File: config.mk
export PLATFORM = sky130hd
export DESIGN_NAME = banked_dptr_file
export DESIGN_NICKNAME = d
export VERILOG_FILES = /design/src/rtl/dpb_pkg.sv /design/src/rtl/dpb_decode.sv /design/src/rtl/dpb_select.sv /design/src/rtl/dpb_pointer.sv /design/src/rtl/banked_dptr_file.sv
export SDC_FILE = /design/constraint.sdc
export NUM_CORES = 1
export LEC_CHECK = 0
export ABC_AREA = 1
export CORE_AREA = 2 2 134 136
export CTS_BUF_LIST = sky130_fd_sc_hd__clkbuf_2 sky130_fd_sc_hd__clkbuf_4 sky130_fd_sc_hd__clkbuf_8
export CTS_CLUSTER_SIZE = 30
export DETAILED_ROUTE_END_ITERATION = 8
export DIE_AREA = 0 0 136 138
export GPL_ROUTABILITY_DRIVEN = 0
export PLACE_DENSITY = 0.81
export SETUP_SLACK_MARGIN = 0.2
export SLEW_MARGIN = 20
export SYNTH_ARGS = -nofsm -noshare
export SYNTH_HDL_FRONTEND = slang
export SYNTH_SLANG_ARGS = --single-unit
File: constraint.sdc
create_clock -name clk -period 2.1 [get_ports clk]
set_input_delay 0.42 -clock clk [delete_from_list [all_inputs] [get_ports clk]]
set_output_delay 0.42 -clock clk [all_outputs]
set_load 0.02 [all_outputs]
File: src/rtl/dpb_pkg.sv
package dpb_pkg;

   // Which register of the block an address selects
   typedef enum logic [1:0] {
      HIT_NONE = 2'd0,
      HIT_SEL  = 2'd1,
      HIT_LO   = 2'd2,
      HIT_HI   = 2'd3
   } dpb_hit_e;

endpackage

File: src/rtl/dpb_decode.sv
module dpb_decode
   import dpb_pkg::*;
#(
   parameter int ADDR_W   = 8,
   parameter logic [ADDR_W-1:0] SEL_ADDR = 'h92,
   parameter logic [ADDR_W-1:0] LO_ADDR  = 'h82,
   parameter logic [ADDR_W-1:0] HI_ADDR  = 'h83
) (
   input  logic [ADDR_W-1:0] addr,
   output dpb_hit_e          hit
);

   if (SEL_ADDR == LO_ADDR || SEL_ADDR == HI_ADDR || LO_ADDR == HI_ADDR) begin : g_addr_clash
      $error("dpb_decode: register addresses must be distinct");
   end

   always_comb begin
      if (addr == SEL_ADDR)     hit = HIT_SEL;
      else if (addr == LO_ADDR) hit = HIT_LO;
      else if (addr == HI_ADDR) hit = HIT_HI;
      else                      hit = HIT_NONE;
   end

endmodule

File: src/rtl/dpb_select.sv
module dpb_select #(
   parameter int DATA_W = 8,
   parameter int SEL_W  = 3
) (
   input  logic              clk,
   input  logic              rst_n,
   input  logic              wr,
   input  logic [DATA_W-1:0] wdata,
   output logic [SEL_W-1:0]  sel
);

   if (SEL_W < 1 || SEL_W > DATA_W) begin : g_bad_sel_w
      $error("dpb_select: SEL_W must be between 1 and DATA_W");
   end

   logic [SEL_W-1:0] sel_q;

   always_ff @(posedge clk) begin
      if (!rst_n)  sel_q <= '0;
      else if (wr) sel_q <= wdata[SEL_W-1:0];
   end

   assign sel = sel_q;

   AST_SEL_LOADS: assert property (@(posedge clk) disable iff (!rst_n)
      wr |=> sel == $past(wdata[SEL_W-1:0]));
   AST_SEL_HOLDS: assert property (@(posedge clk) disable iff (!rst_n)
      !wr |=> $stable(sel));

endmodule

File: src/rtl/dpb_pointer.sv
module dpb_pointer #(
   parameter int DATA_W = 8,
   parameter int PTR_W  = 16
) (
   input  logic              clk,
   input  logic              rst_n,
   input  logic              wr_lo,
   input  logic              wr_hi,
   input  logic              inc,
   input  logic [DATA_W-1:0] wdata,
   output logic [PTR_W-1:0]  value
);

   localparam int HI_LSB = DATA_W;

   if (PTR_W != 2 * DATA_W) begin : g_bad_ptr_w
      $error("dpb_pointer: PTR_W must be twice DATA_W");
   end

   logic [PTR_W-1:0] val_q;

   always_ff @(posedge clk) begin
      if (!rst_n) begin
         val_q <= '0;
      end else if (wr_lo || wr_hi) begin
         if (wr_lo) val_q[HI_LSB-1:0]     <= wdata;
         if (wr_hi) val_q[PTR_W-1:HI_LSB] <= wdata;
      end else if (inc) begin
         val_q <= val_q + 1'b1;
      end
   end

   assign value = val_q;

   AST_INC_STEP: assert property (@(posedge clk) disable iff (!rst_n)
      (inc && !wr_lo && !wr_hi) |=> value == $past(value) + 1'b1);
   AST_IDLE_HOLD: assert property (@(posedge clk) disable iff (!rst_n)
      (!inc && !wr_lo && !wr_hi) |=> $stable(value));
   AST_WRITE_WINS: assert property (@(posedge clk) disable iff (!rst_n)
      (wr_lo && !wr_hi) |=> (value[HI_LSB-1:0] == $past(wdata))
                            && (value[PTR_W-1:HI_LSB] == $past(value[PTR_W-1:HI_LSB])));

endmodule

File: src/rtl/banked_dptr_file.sv
module banked_dptr_file
   import dpb_pkg::*;
#(
   parameter int ADDR_W    = 8,
   parameter int DATA_W    = 8,
   parameter int PTR_COUNT = 8,
   parameter logic [ADDR_W-1:0] SEL_ADDR = 'h92,
   parameter logic [ADDR_W-1:0] LO_ADDR  = 'h82,
   parameter logic [ADDR_W-1:0] HI_ADDR  = 'h83
) (
   input  logic                clk,
   input  logic                rst_n,
   input  logic [ADDR_W-1:0]   sfr_addr,
   input  logic                sfr_we,
   input  logic [DATA_W-1:0]   sfr_wdata,
   output logic [DATA_W-1:0]   sfr_rdata,
   input  logic                ptr_inc,
   output logic [2*DATA_W-1:0] act_ptr
);

   localparam int PTR_W = 2 * DATA_W;
   localparam int SEL_W = (PTR_COUNT > 1) ? $clog2(PTR_COUNT) : 1;

   if (PTR_COUNT < 2 || (1 << SEL_W) != PTR_COUNT) begin : g_bad_count
      $error("banked_dptr_file: PTR_COUNT must be a power of two, at least 2");
   end
   if (SEL_W > DATA_W) begin : g_bad_sel
      $error("banked_dptr_file: select field wider than the data bus");
   end

   dpb_hit_e         hit;
   logic [SEL_W-1:0] sel;
   logic             sel_wr;
   logic             lo_wr;
   logic             hi_wr;
   logic [PTR_W-1:0] ptr_val [PTR_COUNT];
   logic [PTR_COUNT-1:0] lo_en;
   logic [PTR_COUNT-1:0] hi_en;
   logic [PTR_COUNT-1:0] inc_en;

   dpb_decode #(
      .ADDR_W   (ADDR_W),
      .SEL_ADDR (SEL_ADDR),
      .LO_ADDR  (LO_ADDR),
      .HI_ADDR  (HI_ADDR)
   ) i_decode (
      .addr (sfr_addr),
      .hit  (hit)
   );

   assign sel_wr = sfr_we && (hit == HIT_SEL);
   assign lo_wr  = sfr_we && (hit == HIT_LO);
   assign hi_wr  = sfr_we && (hit == HIT_HI);

   dpb_select #(
      .DATA_W (DATA_W),
      .SEL_W  (SEL_W)
   ) i_select (
      .clk   (clk),
      .rst_n (rst_n),
      .wr    (sel_wr),
      .wdata (sfr_wdata),
      .sel   (sel)
   );

   for (genvar g = 0; g < PTR_COUNT; g++) begin : g_ptr
      assign lo_en[g]  = lo_wr   && (sel == SEL_W'(g));
      assign hi_en[g]  = hi_wr   && (sel == SEL_W'(g));
      assign inc_en[g] = ptr_inc && (sel == SEL_W'(g));

      dpb_pointer #(
         .DATA_W (DATA_W),
         .PTR_W  (PTR_W)
      ) i_ptr (
         .clk   (clk),
         .rst_n (rst_n),
         .wr_lo (lo_en[g]),
         .wr_hi (hi_en[g]),
         .inc   (inc_en[g]),
         .wdata (sfr_wdata),
         .value (ptr_val[g])
      );
   end

   assign act_ptr = ptr_val[sel];

   always_comb begin
      case (hit)
         HIT_SEL: sfr_rdata = {{(DATA_W-SEL_W){1'b0}}, sel};
         HIT_LO:  sfr_rdata = act_ptr[DATA_W-1:0];
         HIT_HI:  sfr_rdata = act_ptr[PTR_W-1:DATA_W];
         default: sfr_rdata = '0;
      endcase
   end

   AST_ONE_LO_TARGET: assert property (@(posedge clk) disable iff (!rst_n)
      $onehot0(lo_en) && $onehot0(hi_en));
   AST_LO_READ_PATH: assert property (@(posedge clk) disable iff (!rst_n)
      (hit == HIT_LO) |-> sfr_rdata == act_ptr[DATA_W-1:0]);
   AST_RSVD_READ_ZERO: assert property (@(posedge clk) disable iff (!rst_n)
      (hit == HIT_SEL) |-> sfr_rdata[DATA_W-1:SEL_W] == '0);
   AST_SELECT_NEXT: assert property (@(posedge clk) disable iff (!rst_n)
      sel_wr |=> sel == $past(sfr_wdata[SEL_W-1:0]));
   AST_OTHER_ADDR_ZERO: assert property (@(posedge clk) disable iff (!rst_n)
      (hit == HIT_NONE) |-> sfr_rdata == '0);

endmodule

==> results of run 1 <==
kinds of logic after synthesis:
family,Yosys count,share of synthesized area
compound gates,172,0.1063
fa+ha+maj,8,0.009244
xor+xnor,64,0.05176
flops,131,0.2422
simple gates,1279,0.4979
buf+inv,229,0.09266
through the flow:
step | setup WS, ns | TNS (ns) | cell area (sq um) | util
floorplan | 0.2005 | 0 | 10890 | -
global placement | -0.6924 | -48.23 | 13120 | 0.7483
detailed placement | -0.7523 | -56.45 | 13120 | 0.7483
CTS | -0.4055 | -7.340 | 14970 | 0.8540
synthesized netlist by cell type (9+ instances only):
cell type  count  area, sq um
dfxtp_1      131         2623
and2_1        12        75.07
xor2_1        51        446.7
inv_1        152        570.6
nand3_1      106        530.5
o221ai_1      13        113.9
clkbuf_1      24        90.09
buf_2         12        60.06
inv_2         13        48.80
a22oi_1       22        165.2
buf_6         10        112.6
o21ai_0       83        415.4
nand2_1      705         2646
o22ai_1        9        56.30
nand3_2        9        90.09
xnor2_1       13        113.9
a21oi_1       17        85.08
nor2_4        11        123.9
nor2_1       378         1419
nand4_1       22        137.6
buf_4         13        97.59
metal layers:
layer / overflow / global-route usage
met5: 2 / 0.4841
met4: 84 / 0.9046
met3: 1 / 0.7602
met2: 133 / 0.9894
met1: 5 / 0.8611
what timing repair did:
| item | in CTS |
|---|---|
| setup buffers | 57 |
| setup endpoints to repair | 148 |
| pin swaps | 80 |
| cloned | 9 |
| resized for setup | 364 |
==> flow_metrics.env, run 1 <==
export IMPL_run_status="did not finish"
export IMPL_haltStage="global routing (5_1_grt)"
export IMPL_error="[ERROR GRT-0232] Routing congestion too high. Check the congestion heatmap in the GUI."
export IMPL_cts_root_buf="clkbuf_8"
export IMPL_io_pins=44
export IMPL_ys_seq_area_frac=0.2422
export IMPL_clock_path_buffers=2
export IMPL_initial_core_util=0.6176
export IMPL_grt_overflow_total=225
export IMPL_die_y_um=138
export IMPL_cts_buffers=17
export IMPL_ys_seq_elements=131
export IMPL_postCtsHoldBufs=0
export IMPL_syn_num_nets=1911
export IMPL_rows=49
export IMPL_ys_flop_type="dfxtp_1"
export IMPL_syn_inst=1883
export IMPL_grt_max_degree=54
export IMPL_io_buffers=43
export IMPL_ys_async_sr_fraction=0
export IMPL_placed_cells=2321
export IMPL_grt_worst_endpoint="sfr_rdata[2]"
export IMPL_synth_edff_count=0
export IMPL_netlist_area_sq_um=10830
export IMPL_grtUsageTotal=0.8723
export IMPL_die_w_um=136
export IMPL_h_tree_depth=4
export IMPL_worstEndpointType="output port"
export IMPL_cts_sinks=131
export IMPL_syn_area_per_cell_sq_um=5.751
export IMPL_dp_hpwl_mm=27.63
export IMPL_ys_types=42
export IMPL_ys_warn_count=0
==> run 2: changes to the inputs <==
- CORE_AREA: 2 2 134 136 -> 2 2 168 170
- CTS_BUF_LIST: sky130_fd_sc_hd__clkbuf_2 sky130_fd_sc_hd__clkbuf_4 sky130_fd_sc_hd__clkbuf_8 -> default
- CTS_CLUSTER_SIZE: 30 -> default
- DIE_AREA: 0 0 136 138 -> 0 0 170 172
- PLACE_DENSITY: 0.81 -> default
- PLACE_DENSITY_LB_ADDON: default -> 0.15
- SETUP_SLACK_MARGIN: 0.2 -> default
==> flow_metrics.env, run 2 <==
export IMPL_path_clk_slew_ns=0.07
export IMPL_core_area_sq_um=27480
export IMPL_period_share=1.183
export IMPL_grt_overflow_total=0
export IMPL_p_leak_nw=7.517
export IMPL_cts_tree="yes"
export IMPL_min_period_ns=2.483
export IMPL_setup_worst_path_class="flop to output pin"
export IMPL_r2r_end="g_ptr[7].i_ptr.value[3]"
export IMPL_via_per_inst=5.132
export IMPL_cp_start_kind="flop"
export IMPL_ys_async_sr_fraction=0
export IMPL_cts_buffers=17
export IMPL_syn_inst=1883
export IMPL_cp_arrival_ns=2.06
export IMPL_peakVddDrop_mv=0.4517
export IMPL_cts_sinks=131
export IMPL_tightest_slew_ns=0.4888
export IMPL_netlist_area_sq_um=10830
export IMPL_layout_common_cells="nand2_1, nor2_1, buf_4"
export IMPL_initial_core_util=0.3941
export IMPL_cpPeakStageDelay_ns=0.37
export IMPL_clock_skew_ns=0.01344
export IMPL_rows=61
export IMPL_holdPathEnd="g_ptr[6].i_ptr.value[2]"
export IMPL_die_y_um=172
export IMPL_vias=13030
export IMPL_dp_hpwl_mm=32.12
export IMPL_ys_seq_area_frac=0.2422
export IMPL_grt_max_degree=45
export IMPL_power_density_nw_per_um2=424.3
export IMPL_cts_root_buf="clkbuf_16"
export IMPL_ys_warn_count=0
export IMPL_min_from="rst_n"
export IMPL_rr_worst_depth=13
export IMPL_hold_depth=3
export IMPL_io_pins=44
export IMPL_synth_common_cells="nand2_1, nor2_1, inv_1, dfxtp_1, nand3_1"
export IMPL_synth_most_common_cell="nand2_1"
export IMPL_nNetsFinal=2208
export IMPL_layout_drive_gt1_share=0.2403
export IMPL_clkLatencyLatePin_ns=0.44
export IMPL_grtUsageTotal=0.2953
export IMPL_postCtsHoldBufs=0
export IMPL_route_detailed_drc=0
export IMPL_grt_pass1_wl_mm=66.27
export IMPL_io_buffers=43
export IMPL_ys_seq_elements=131
export IMPL_dieArea_sq_um=29240
export IMPL_cp_cell_sequence="buf_6 -> nand2_8 -> clkinvlp_4 -> a22oi_2 -> nand2_1 -> o21a_1 -> nand2_1 -> nand3_2 -> buf_6"
export IMPL_hold_viol=0
export IMPL_crit_path_max_fanout=8
export IMPL_largest_reg_flops=128
export IMPL_layout_commonest_cell="nand2_1"
export IMPL_grt_pass1_vias=11940
export IMPL_timing_rr_start="i_select.sel[0]"
export IMPL_end_kind="output pin"
export IMPL_area_growth_pct=40.51
export IMPL_die_w_um=170
export IMPL_antenna_cells=0
export IMPL_wire_per_inst_um=16.77
export IMPL_setup_viol_count_final=24
export IMPL_synth_largest_area_cell="nand2_1"
export IMPL_drtIter0Drc=1194
export IMPL_violations="negative setup slack"
export IMPL_ys_top_cells_by_area="nand2_1, dfxtp_1, nor2_1"
export IMPL_ys_flop_type="dfxtp_1"
export IMPL_h_tree_depth=4
export IMPL_wirelength_mm=42.59
export IMPL_syn_area_per_cell_sq_um=5.751
export IMPL_netlist_area_leader_share=0.2444
export IMPL_min_delay_path_class="input port to flop"
export IMPL_ys_types=42
export IMPL_post_route_util=0.5538
export IMPL_max_cap_viol_count=0
export IMPL_rrSetupSlack_ns=0.11
export IMPL_first_pass_iters=6
export IMPL_synth_edff_count=0
export IMPL_pre_cts_slack_ns=-0.8083
export IMPL_antenna_found_initial=0
export IMPL_fin_ws_ns=-0.3835
export IMPL_cp_slowest_cell="dfxtp_4"
export IMPL_rsz0062_at_grt="true"
export IMPL_fmax_ghz=0.4027
export IMPL_slew_viol_final=0
export IMPL_worstPathRequired_ns=1.68
export IMPL_run_status="finished, violations left"
export IMPL_syn_num_nets=1911
export IMPL_clock_path_buffers=2
export IMPL_n_fill_cell=2725
export IMPL_max_slew_margin=0.6734
export IMPL_ant_nets=0
==> run 2: cell counts after synthesis <==
Identical to the previous run, type by type.
==> run 2: area by class of cell <==
| cell class | count | area [sq um] | area share |
|---|---|---|---|
| clock buffers | 19 | 452.9 | 0.02977 |
| inverters | 167 | 643.1 | 0.04227 |
| flip-flops and latches | 131 | 2630 | 0.1728 |
| multi-input cells | 1523 | 7726 | 0.5078 |
| well taps | 346 | 432.9 | 0.02845 |
| repair buffers | 340 | 3158 | 0.2075 |
| clock inverters | 13 | 172.7 | 0.01135 |
==> run 2: layer usage <==
metal / vias to the layer above / track usage / part of all wire
li1: 6526 / - / -
met1: 5889 / 0.3867 / 0.44
met2: 511 / 0.4729 / 0.44
met3: 103 / 0.06638 / 0.083
met4: 0 / 0.1167 / 0.043
met5: - / 0 / 0
==> run 2: critical path: cells and delay by family, from the launching register on <==
family	cells	cell delay, ns
simple gates	4	0.34
flops	1	0.37
buf+inv	3	0.50
compound gates	2	0.41
==> run 2: worst max-delay path by stage <==
stage                     from            to  slack (ns)  cells after the start
2_1_floorplan  i_select.sel[1]  sfr_rdata[0]        0.02                     10
3_3_place_gp       sfr_addr[3]  sfr_rdata[2]       -0.77                      8
6_report       i_select.sel[0]  sfr_rdata[1]       -0.38                      9
5_1_grt        i_select.sel[0]    act_ptr[3]       -0.45                      8
3_5_place_dp       sfr_addr[3]  sfr_rdata[7]       -0.81                      8
4_1_cts        i_select.sel[0]  sfr_rdata[1]       -0.36                      9
==> run 2: what timing repair did <==
action                                  CTS  global route
endpoints found under the setup margin   85           151
setup buffers                            18             6
cloned                                    0             2
gates resized for setup                 252            44
pin swaps                                42            28
==> run 2: kinds of logic (layout without fill, tap and decap cells) <==
family | after synthesis | after routing | synth area share
flip-flops | 131 | 131 | 0.2422
buffers and inverters | 229 | 539 | 0.09266
AO/OA/AOI/OAI | 172 | 172 | 0.1063
adder cells (fa/ha/maj) | 8 | 8 | 0.009244
AND/OR/NAND/NOR | 1279 | 1279 | 0.4979
XOR/XNOR | 64 | 64 | 0.05176
==> run 2: per-stage QoR <==
step | TNS [ns] | instance area [sq um] | power [mW] | cells | hold WS, ns
4_1_cts | -6.060 | 14940 | 6.491 | 2532 | 0.4146
2_1_floorplan | 0 | 10850 | 2.854 | 1883 | 0.4821
3_3_place_gp | -64.57 | 13680 | 3.187 | 2485 | 0.5656
3_5_place_dp | -69.82 | 13680 | 3.189 | 2485 | 0.5701
6_report | -6.655 | 15220 | 6.456 | 2539 | 0.4265
5_1_grt | -7.797 | 15220 | 6.636 | 2539 | 0.4428
==> run 2: where the power goes <==
| part | internal (mW) | total, mW | leakage (nW) | switching (mW) |
|---|---|---|---|---|
| combinational | 0.291 | 0.671 | 6.16 | 0.379 |
| sequential | 2.51 | 2.53 | 1.06 | 0.0219 |
| clock | 1.95 | 3.26 | 0.293 | 1.31 |
| total | 4.75 | 6.46 | 7.52 | 1.71 |
Power figures use the tool's default switching activity.
==> run 3: changes to the inputs <==
- SKIP_LAST_GASP: default -> 1
==> flow_metrics.env, run 3 (synthesis gave the netlist of run 2 again) <==
export IMPL_die_y_um=172
export IMPL_post_route_util=0.5512
export IMPL_tns_ns=-6.813
export IMPL_setup_viol_count_final=24
export IMPL_cts_root_buf="clkbuf_16"
export IMPL_largest_reg_flops=128
export IMPL_io_buffers=43
export IMPL_max_cap_viol_count=0
export IMPL_area_growth_pct=39.86
export IMPL_fin_hold_ws_ns=0.4262
export IMPL_rows=61
export IMPL_ant_nets=0
export IMPL_dieArea_sq_um=29240
export IMPL_layout_commonest_cell="nand2_1"
export IMPL_tightest_slew_ns=0.4985
export IMPL_period_share=1.186
export IMPL_fin_ws_ns=-0.3909
export IMPL_cpPeakStageDelay_ns=0.37
export IMPL_power_density_nw_per_um2=426.2
export IMPL_violations="negative setup slack"
export IMPL_grtUsageTotal=0.2953
export IMPL_h_tree_depth=4
export IMPL_cts_tree="yes"
export IMPL_dpl_instance_area_sq_um=13680
export IMPL_slew_viol_final=0
export IMPL_cp_cell_sequence="buf_6 -> nand2_8 -> clkinvlp_4 -> a22oi_2 -> nand3_1 -> and2_4 -> nand2_2 -> nand3_4 -> buf_6"
export IMPL_core_area_sq_um=27480
export IMPL_vias=13020
export IMPL_min_period_ns=2.491
export IMPL_p_leak_nw=7.467
export IMPL_cp_slowest_cell="dfxtp_4"
export IMPL_cts_buffers=17
export IMPL_worstPathRequired_ns=1.68
export IMPL_initial_core_util=0.3941
export IMPL_route_detailed_drc=0
export IMPL_dp_hpwl_mm=32.12
export IMPL_layout_common_cells="nand2_1, nor2_1, buf_4"
export IMPL_antenna_cells=0
export IMPL_die_w_um=170
export IMPL_multiInputGateArea_sq_um=7672
export IMPL_final_area_sq_um=15150
export IMPL_wirelength_mm=42.26
export IMPL_drtIter0Drc=1293
export IMPL_rsz0062_at_grt="true"
export IMPL_path_clk_slew_ns=0.07
export IMPL_stdcell_count=2540
export IMPL_cp_start_kind="flop"
export IMPL_placed_cells=2485
export IMPL_crit_buf_inv=3
export IMPL_rrSetupSlack_ns=0.10
export IMPL_clock_skew_ns=0.01271
export IMPL_max_slew_margin=0.6670
export IMPL_setup_worst_path_class="flop to output pin"
export IMPL_seqCellArea_sq_um=2630
export IMPL_run_status="finished, violations left"
export IMPL_total_power_mw=6.455
export IMPL_io_pins=44
export IMPL_cts_sinks=131
export IMPL_clkLatencyLatePin_ns=0.44
export IMPL_cpMostUsedCell="buf_6"
export IMPL_wire_per_inst_um=16.64
export IMPL_nNetsFinal=2209
export IMPL_grt_max_degree=45
export IMPL_cp_arrival_ns=2.07
export IMPL_hold_viol=0
export IMPL_pre_cts_slack_ns=-0.8083
export IMPL_min_delay_path_class="input port to flop"
export IMPL_first_pass_iters=6
export IMPL_crit_path_max_fanout=8
export IMPL_grt_overflow_total=0
export IMPL_n_fill_cell=2738
export IMPL_end_kind="output pin"
export IMPL_fmax_ghz=0.4015
export IMPL_antenna_found_initial=0
export IMPL_crit_family="buffers and inverters"
export IMPL_layout_drive_gt1_share=0.2379
export IMPL_via_per_inst=5.124
export IMPL_grt_pass1_vias=11920
export IMPL_postCtsHoldBufs=0
export IMPL_grt_pass1_wl_mm=66.27
export IMPL_peakVddDrop_mv=0.4494
export IMPL_clock_path_buffers=2
## run 3: layer usage
layer | vias to the layer above | global-route usage | part of all wire | wire (um)
li1 | 6527 | - | - | -
met1 | 5935 | 0.3882 | 0.44 | 18630
met2 | 465 | 0.4751 | 0.44 | 18610
met3 | 89 | 0.06432 | 0.079 | 3358
met4 | 0 | 0.1111 | 0.039 | 1660
met5 | - | 0 | 0 | 0
## run 3: worst paths after layout
kind	from	to	cells after the start
worst min-delay path	rst_n	g_ptr[6].i_ptr.value[2]	3
worst max-delay path	i_select.sel[0]	sfr_rdata[2]	9
worst min register to register	g_ptr[4].i_ptr.value[0]	g_ptr[4].i_ptr.value[0]	4
worst max register to register	i_select.sel[0]	g_ptr[7].i_ptr.value[3]	13
## run 3: power breakdown
| part | switching [mW] | leakage, nW | total, mW | internal, mW |
|---|---|---|---|---|
| registers | 0.0214 | 1.06 | 2.53 | 2.51 |
| clock network | 1.31 | 0.293 | 3.26 | 1.95 |
| logic | 0.375 | 6.11 | 0.665 | 0.290 |
## run 3: cell type report
| class | count | area share |
|---|---|---|
| multi-input combinational | 1523 | 0.5066 |
| timing repair buffer | 341 | 0.2076 |
| sequential | 131 | 0.1736 |
| inverter | 167 | 0.04230 |
| clock buffer | 19 | 0.02990 |
| tap | 346 | 0.02858 |
| clock inverter | 13 | 0.01140 |
## run 3: what timing repair did
item | CTS | global route
setup buffers | 18 | 7
resized for setup | 242 | 42
pin swaps | 41 | 27
endpoints found under the setup margin | 85 | 151
hold endpoints to repair | 0 | 0
cloned | 0 | 1
## run 3: worst reg2reg max path, stage by stage (launching register included)
cell	delay [ns]
dfxtp_4	0.40
buf_6	0.13
nand2_8	0.06
buf_12	0.14
buf_8	0.13
buf_4	0.14
nor2_8	0.11
nand4_4	0.18
nand2_4	0.13
buf_12	0.12
nand2_1	0.07
o21ai_0	0.10
nor2_1	0.06
nor2_1	0.15
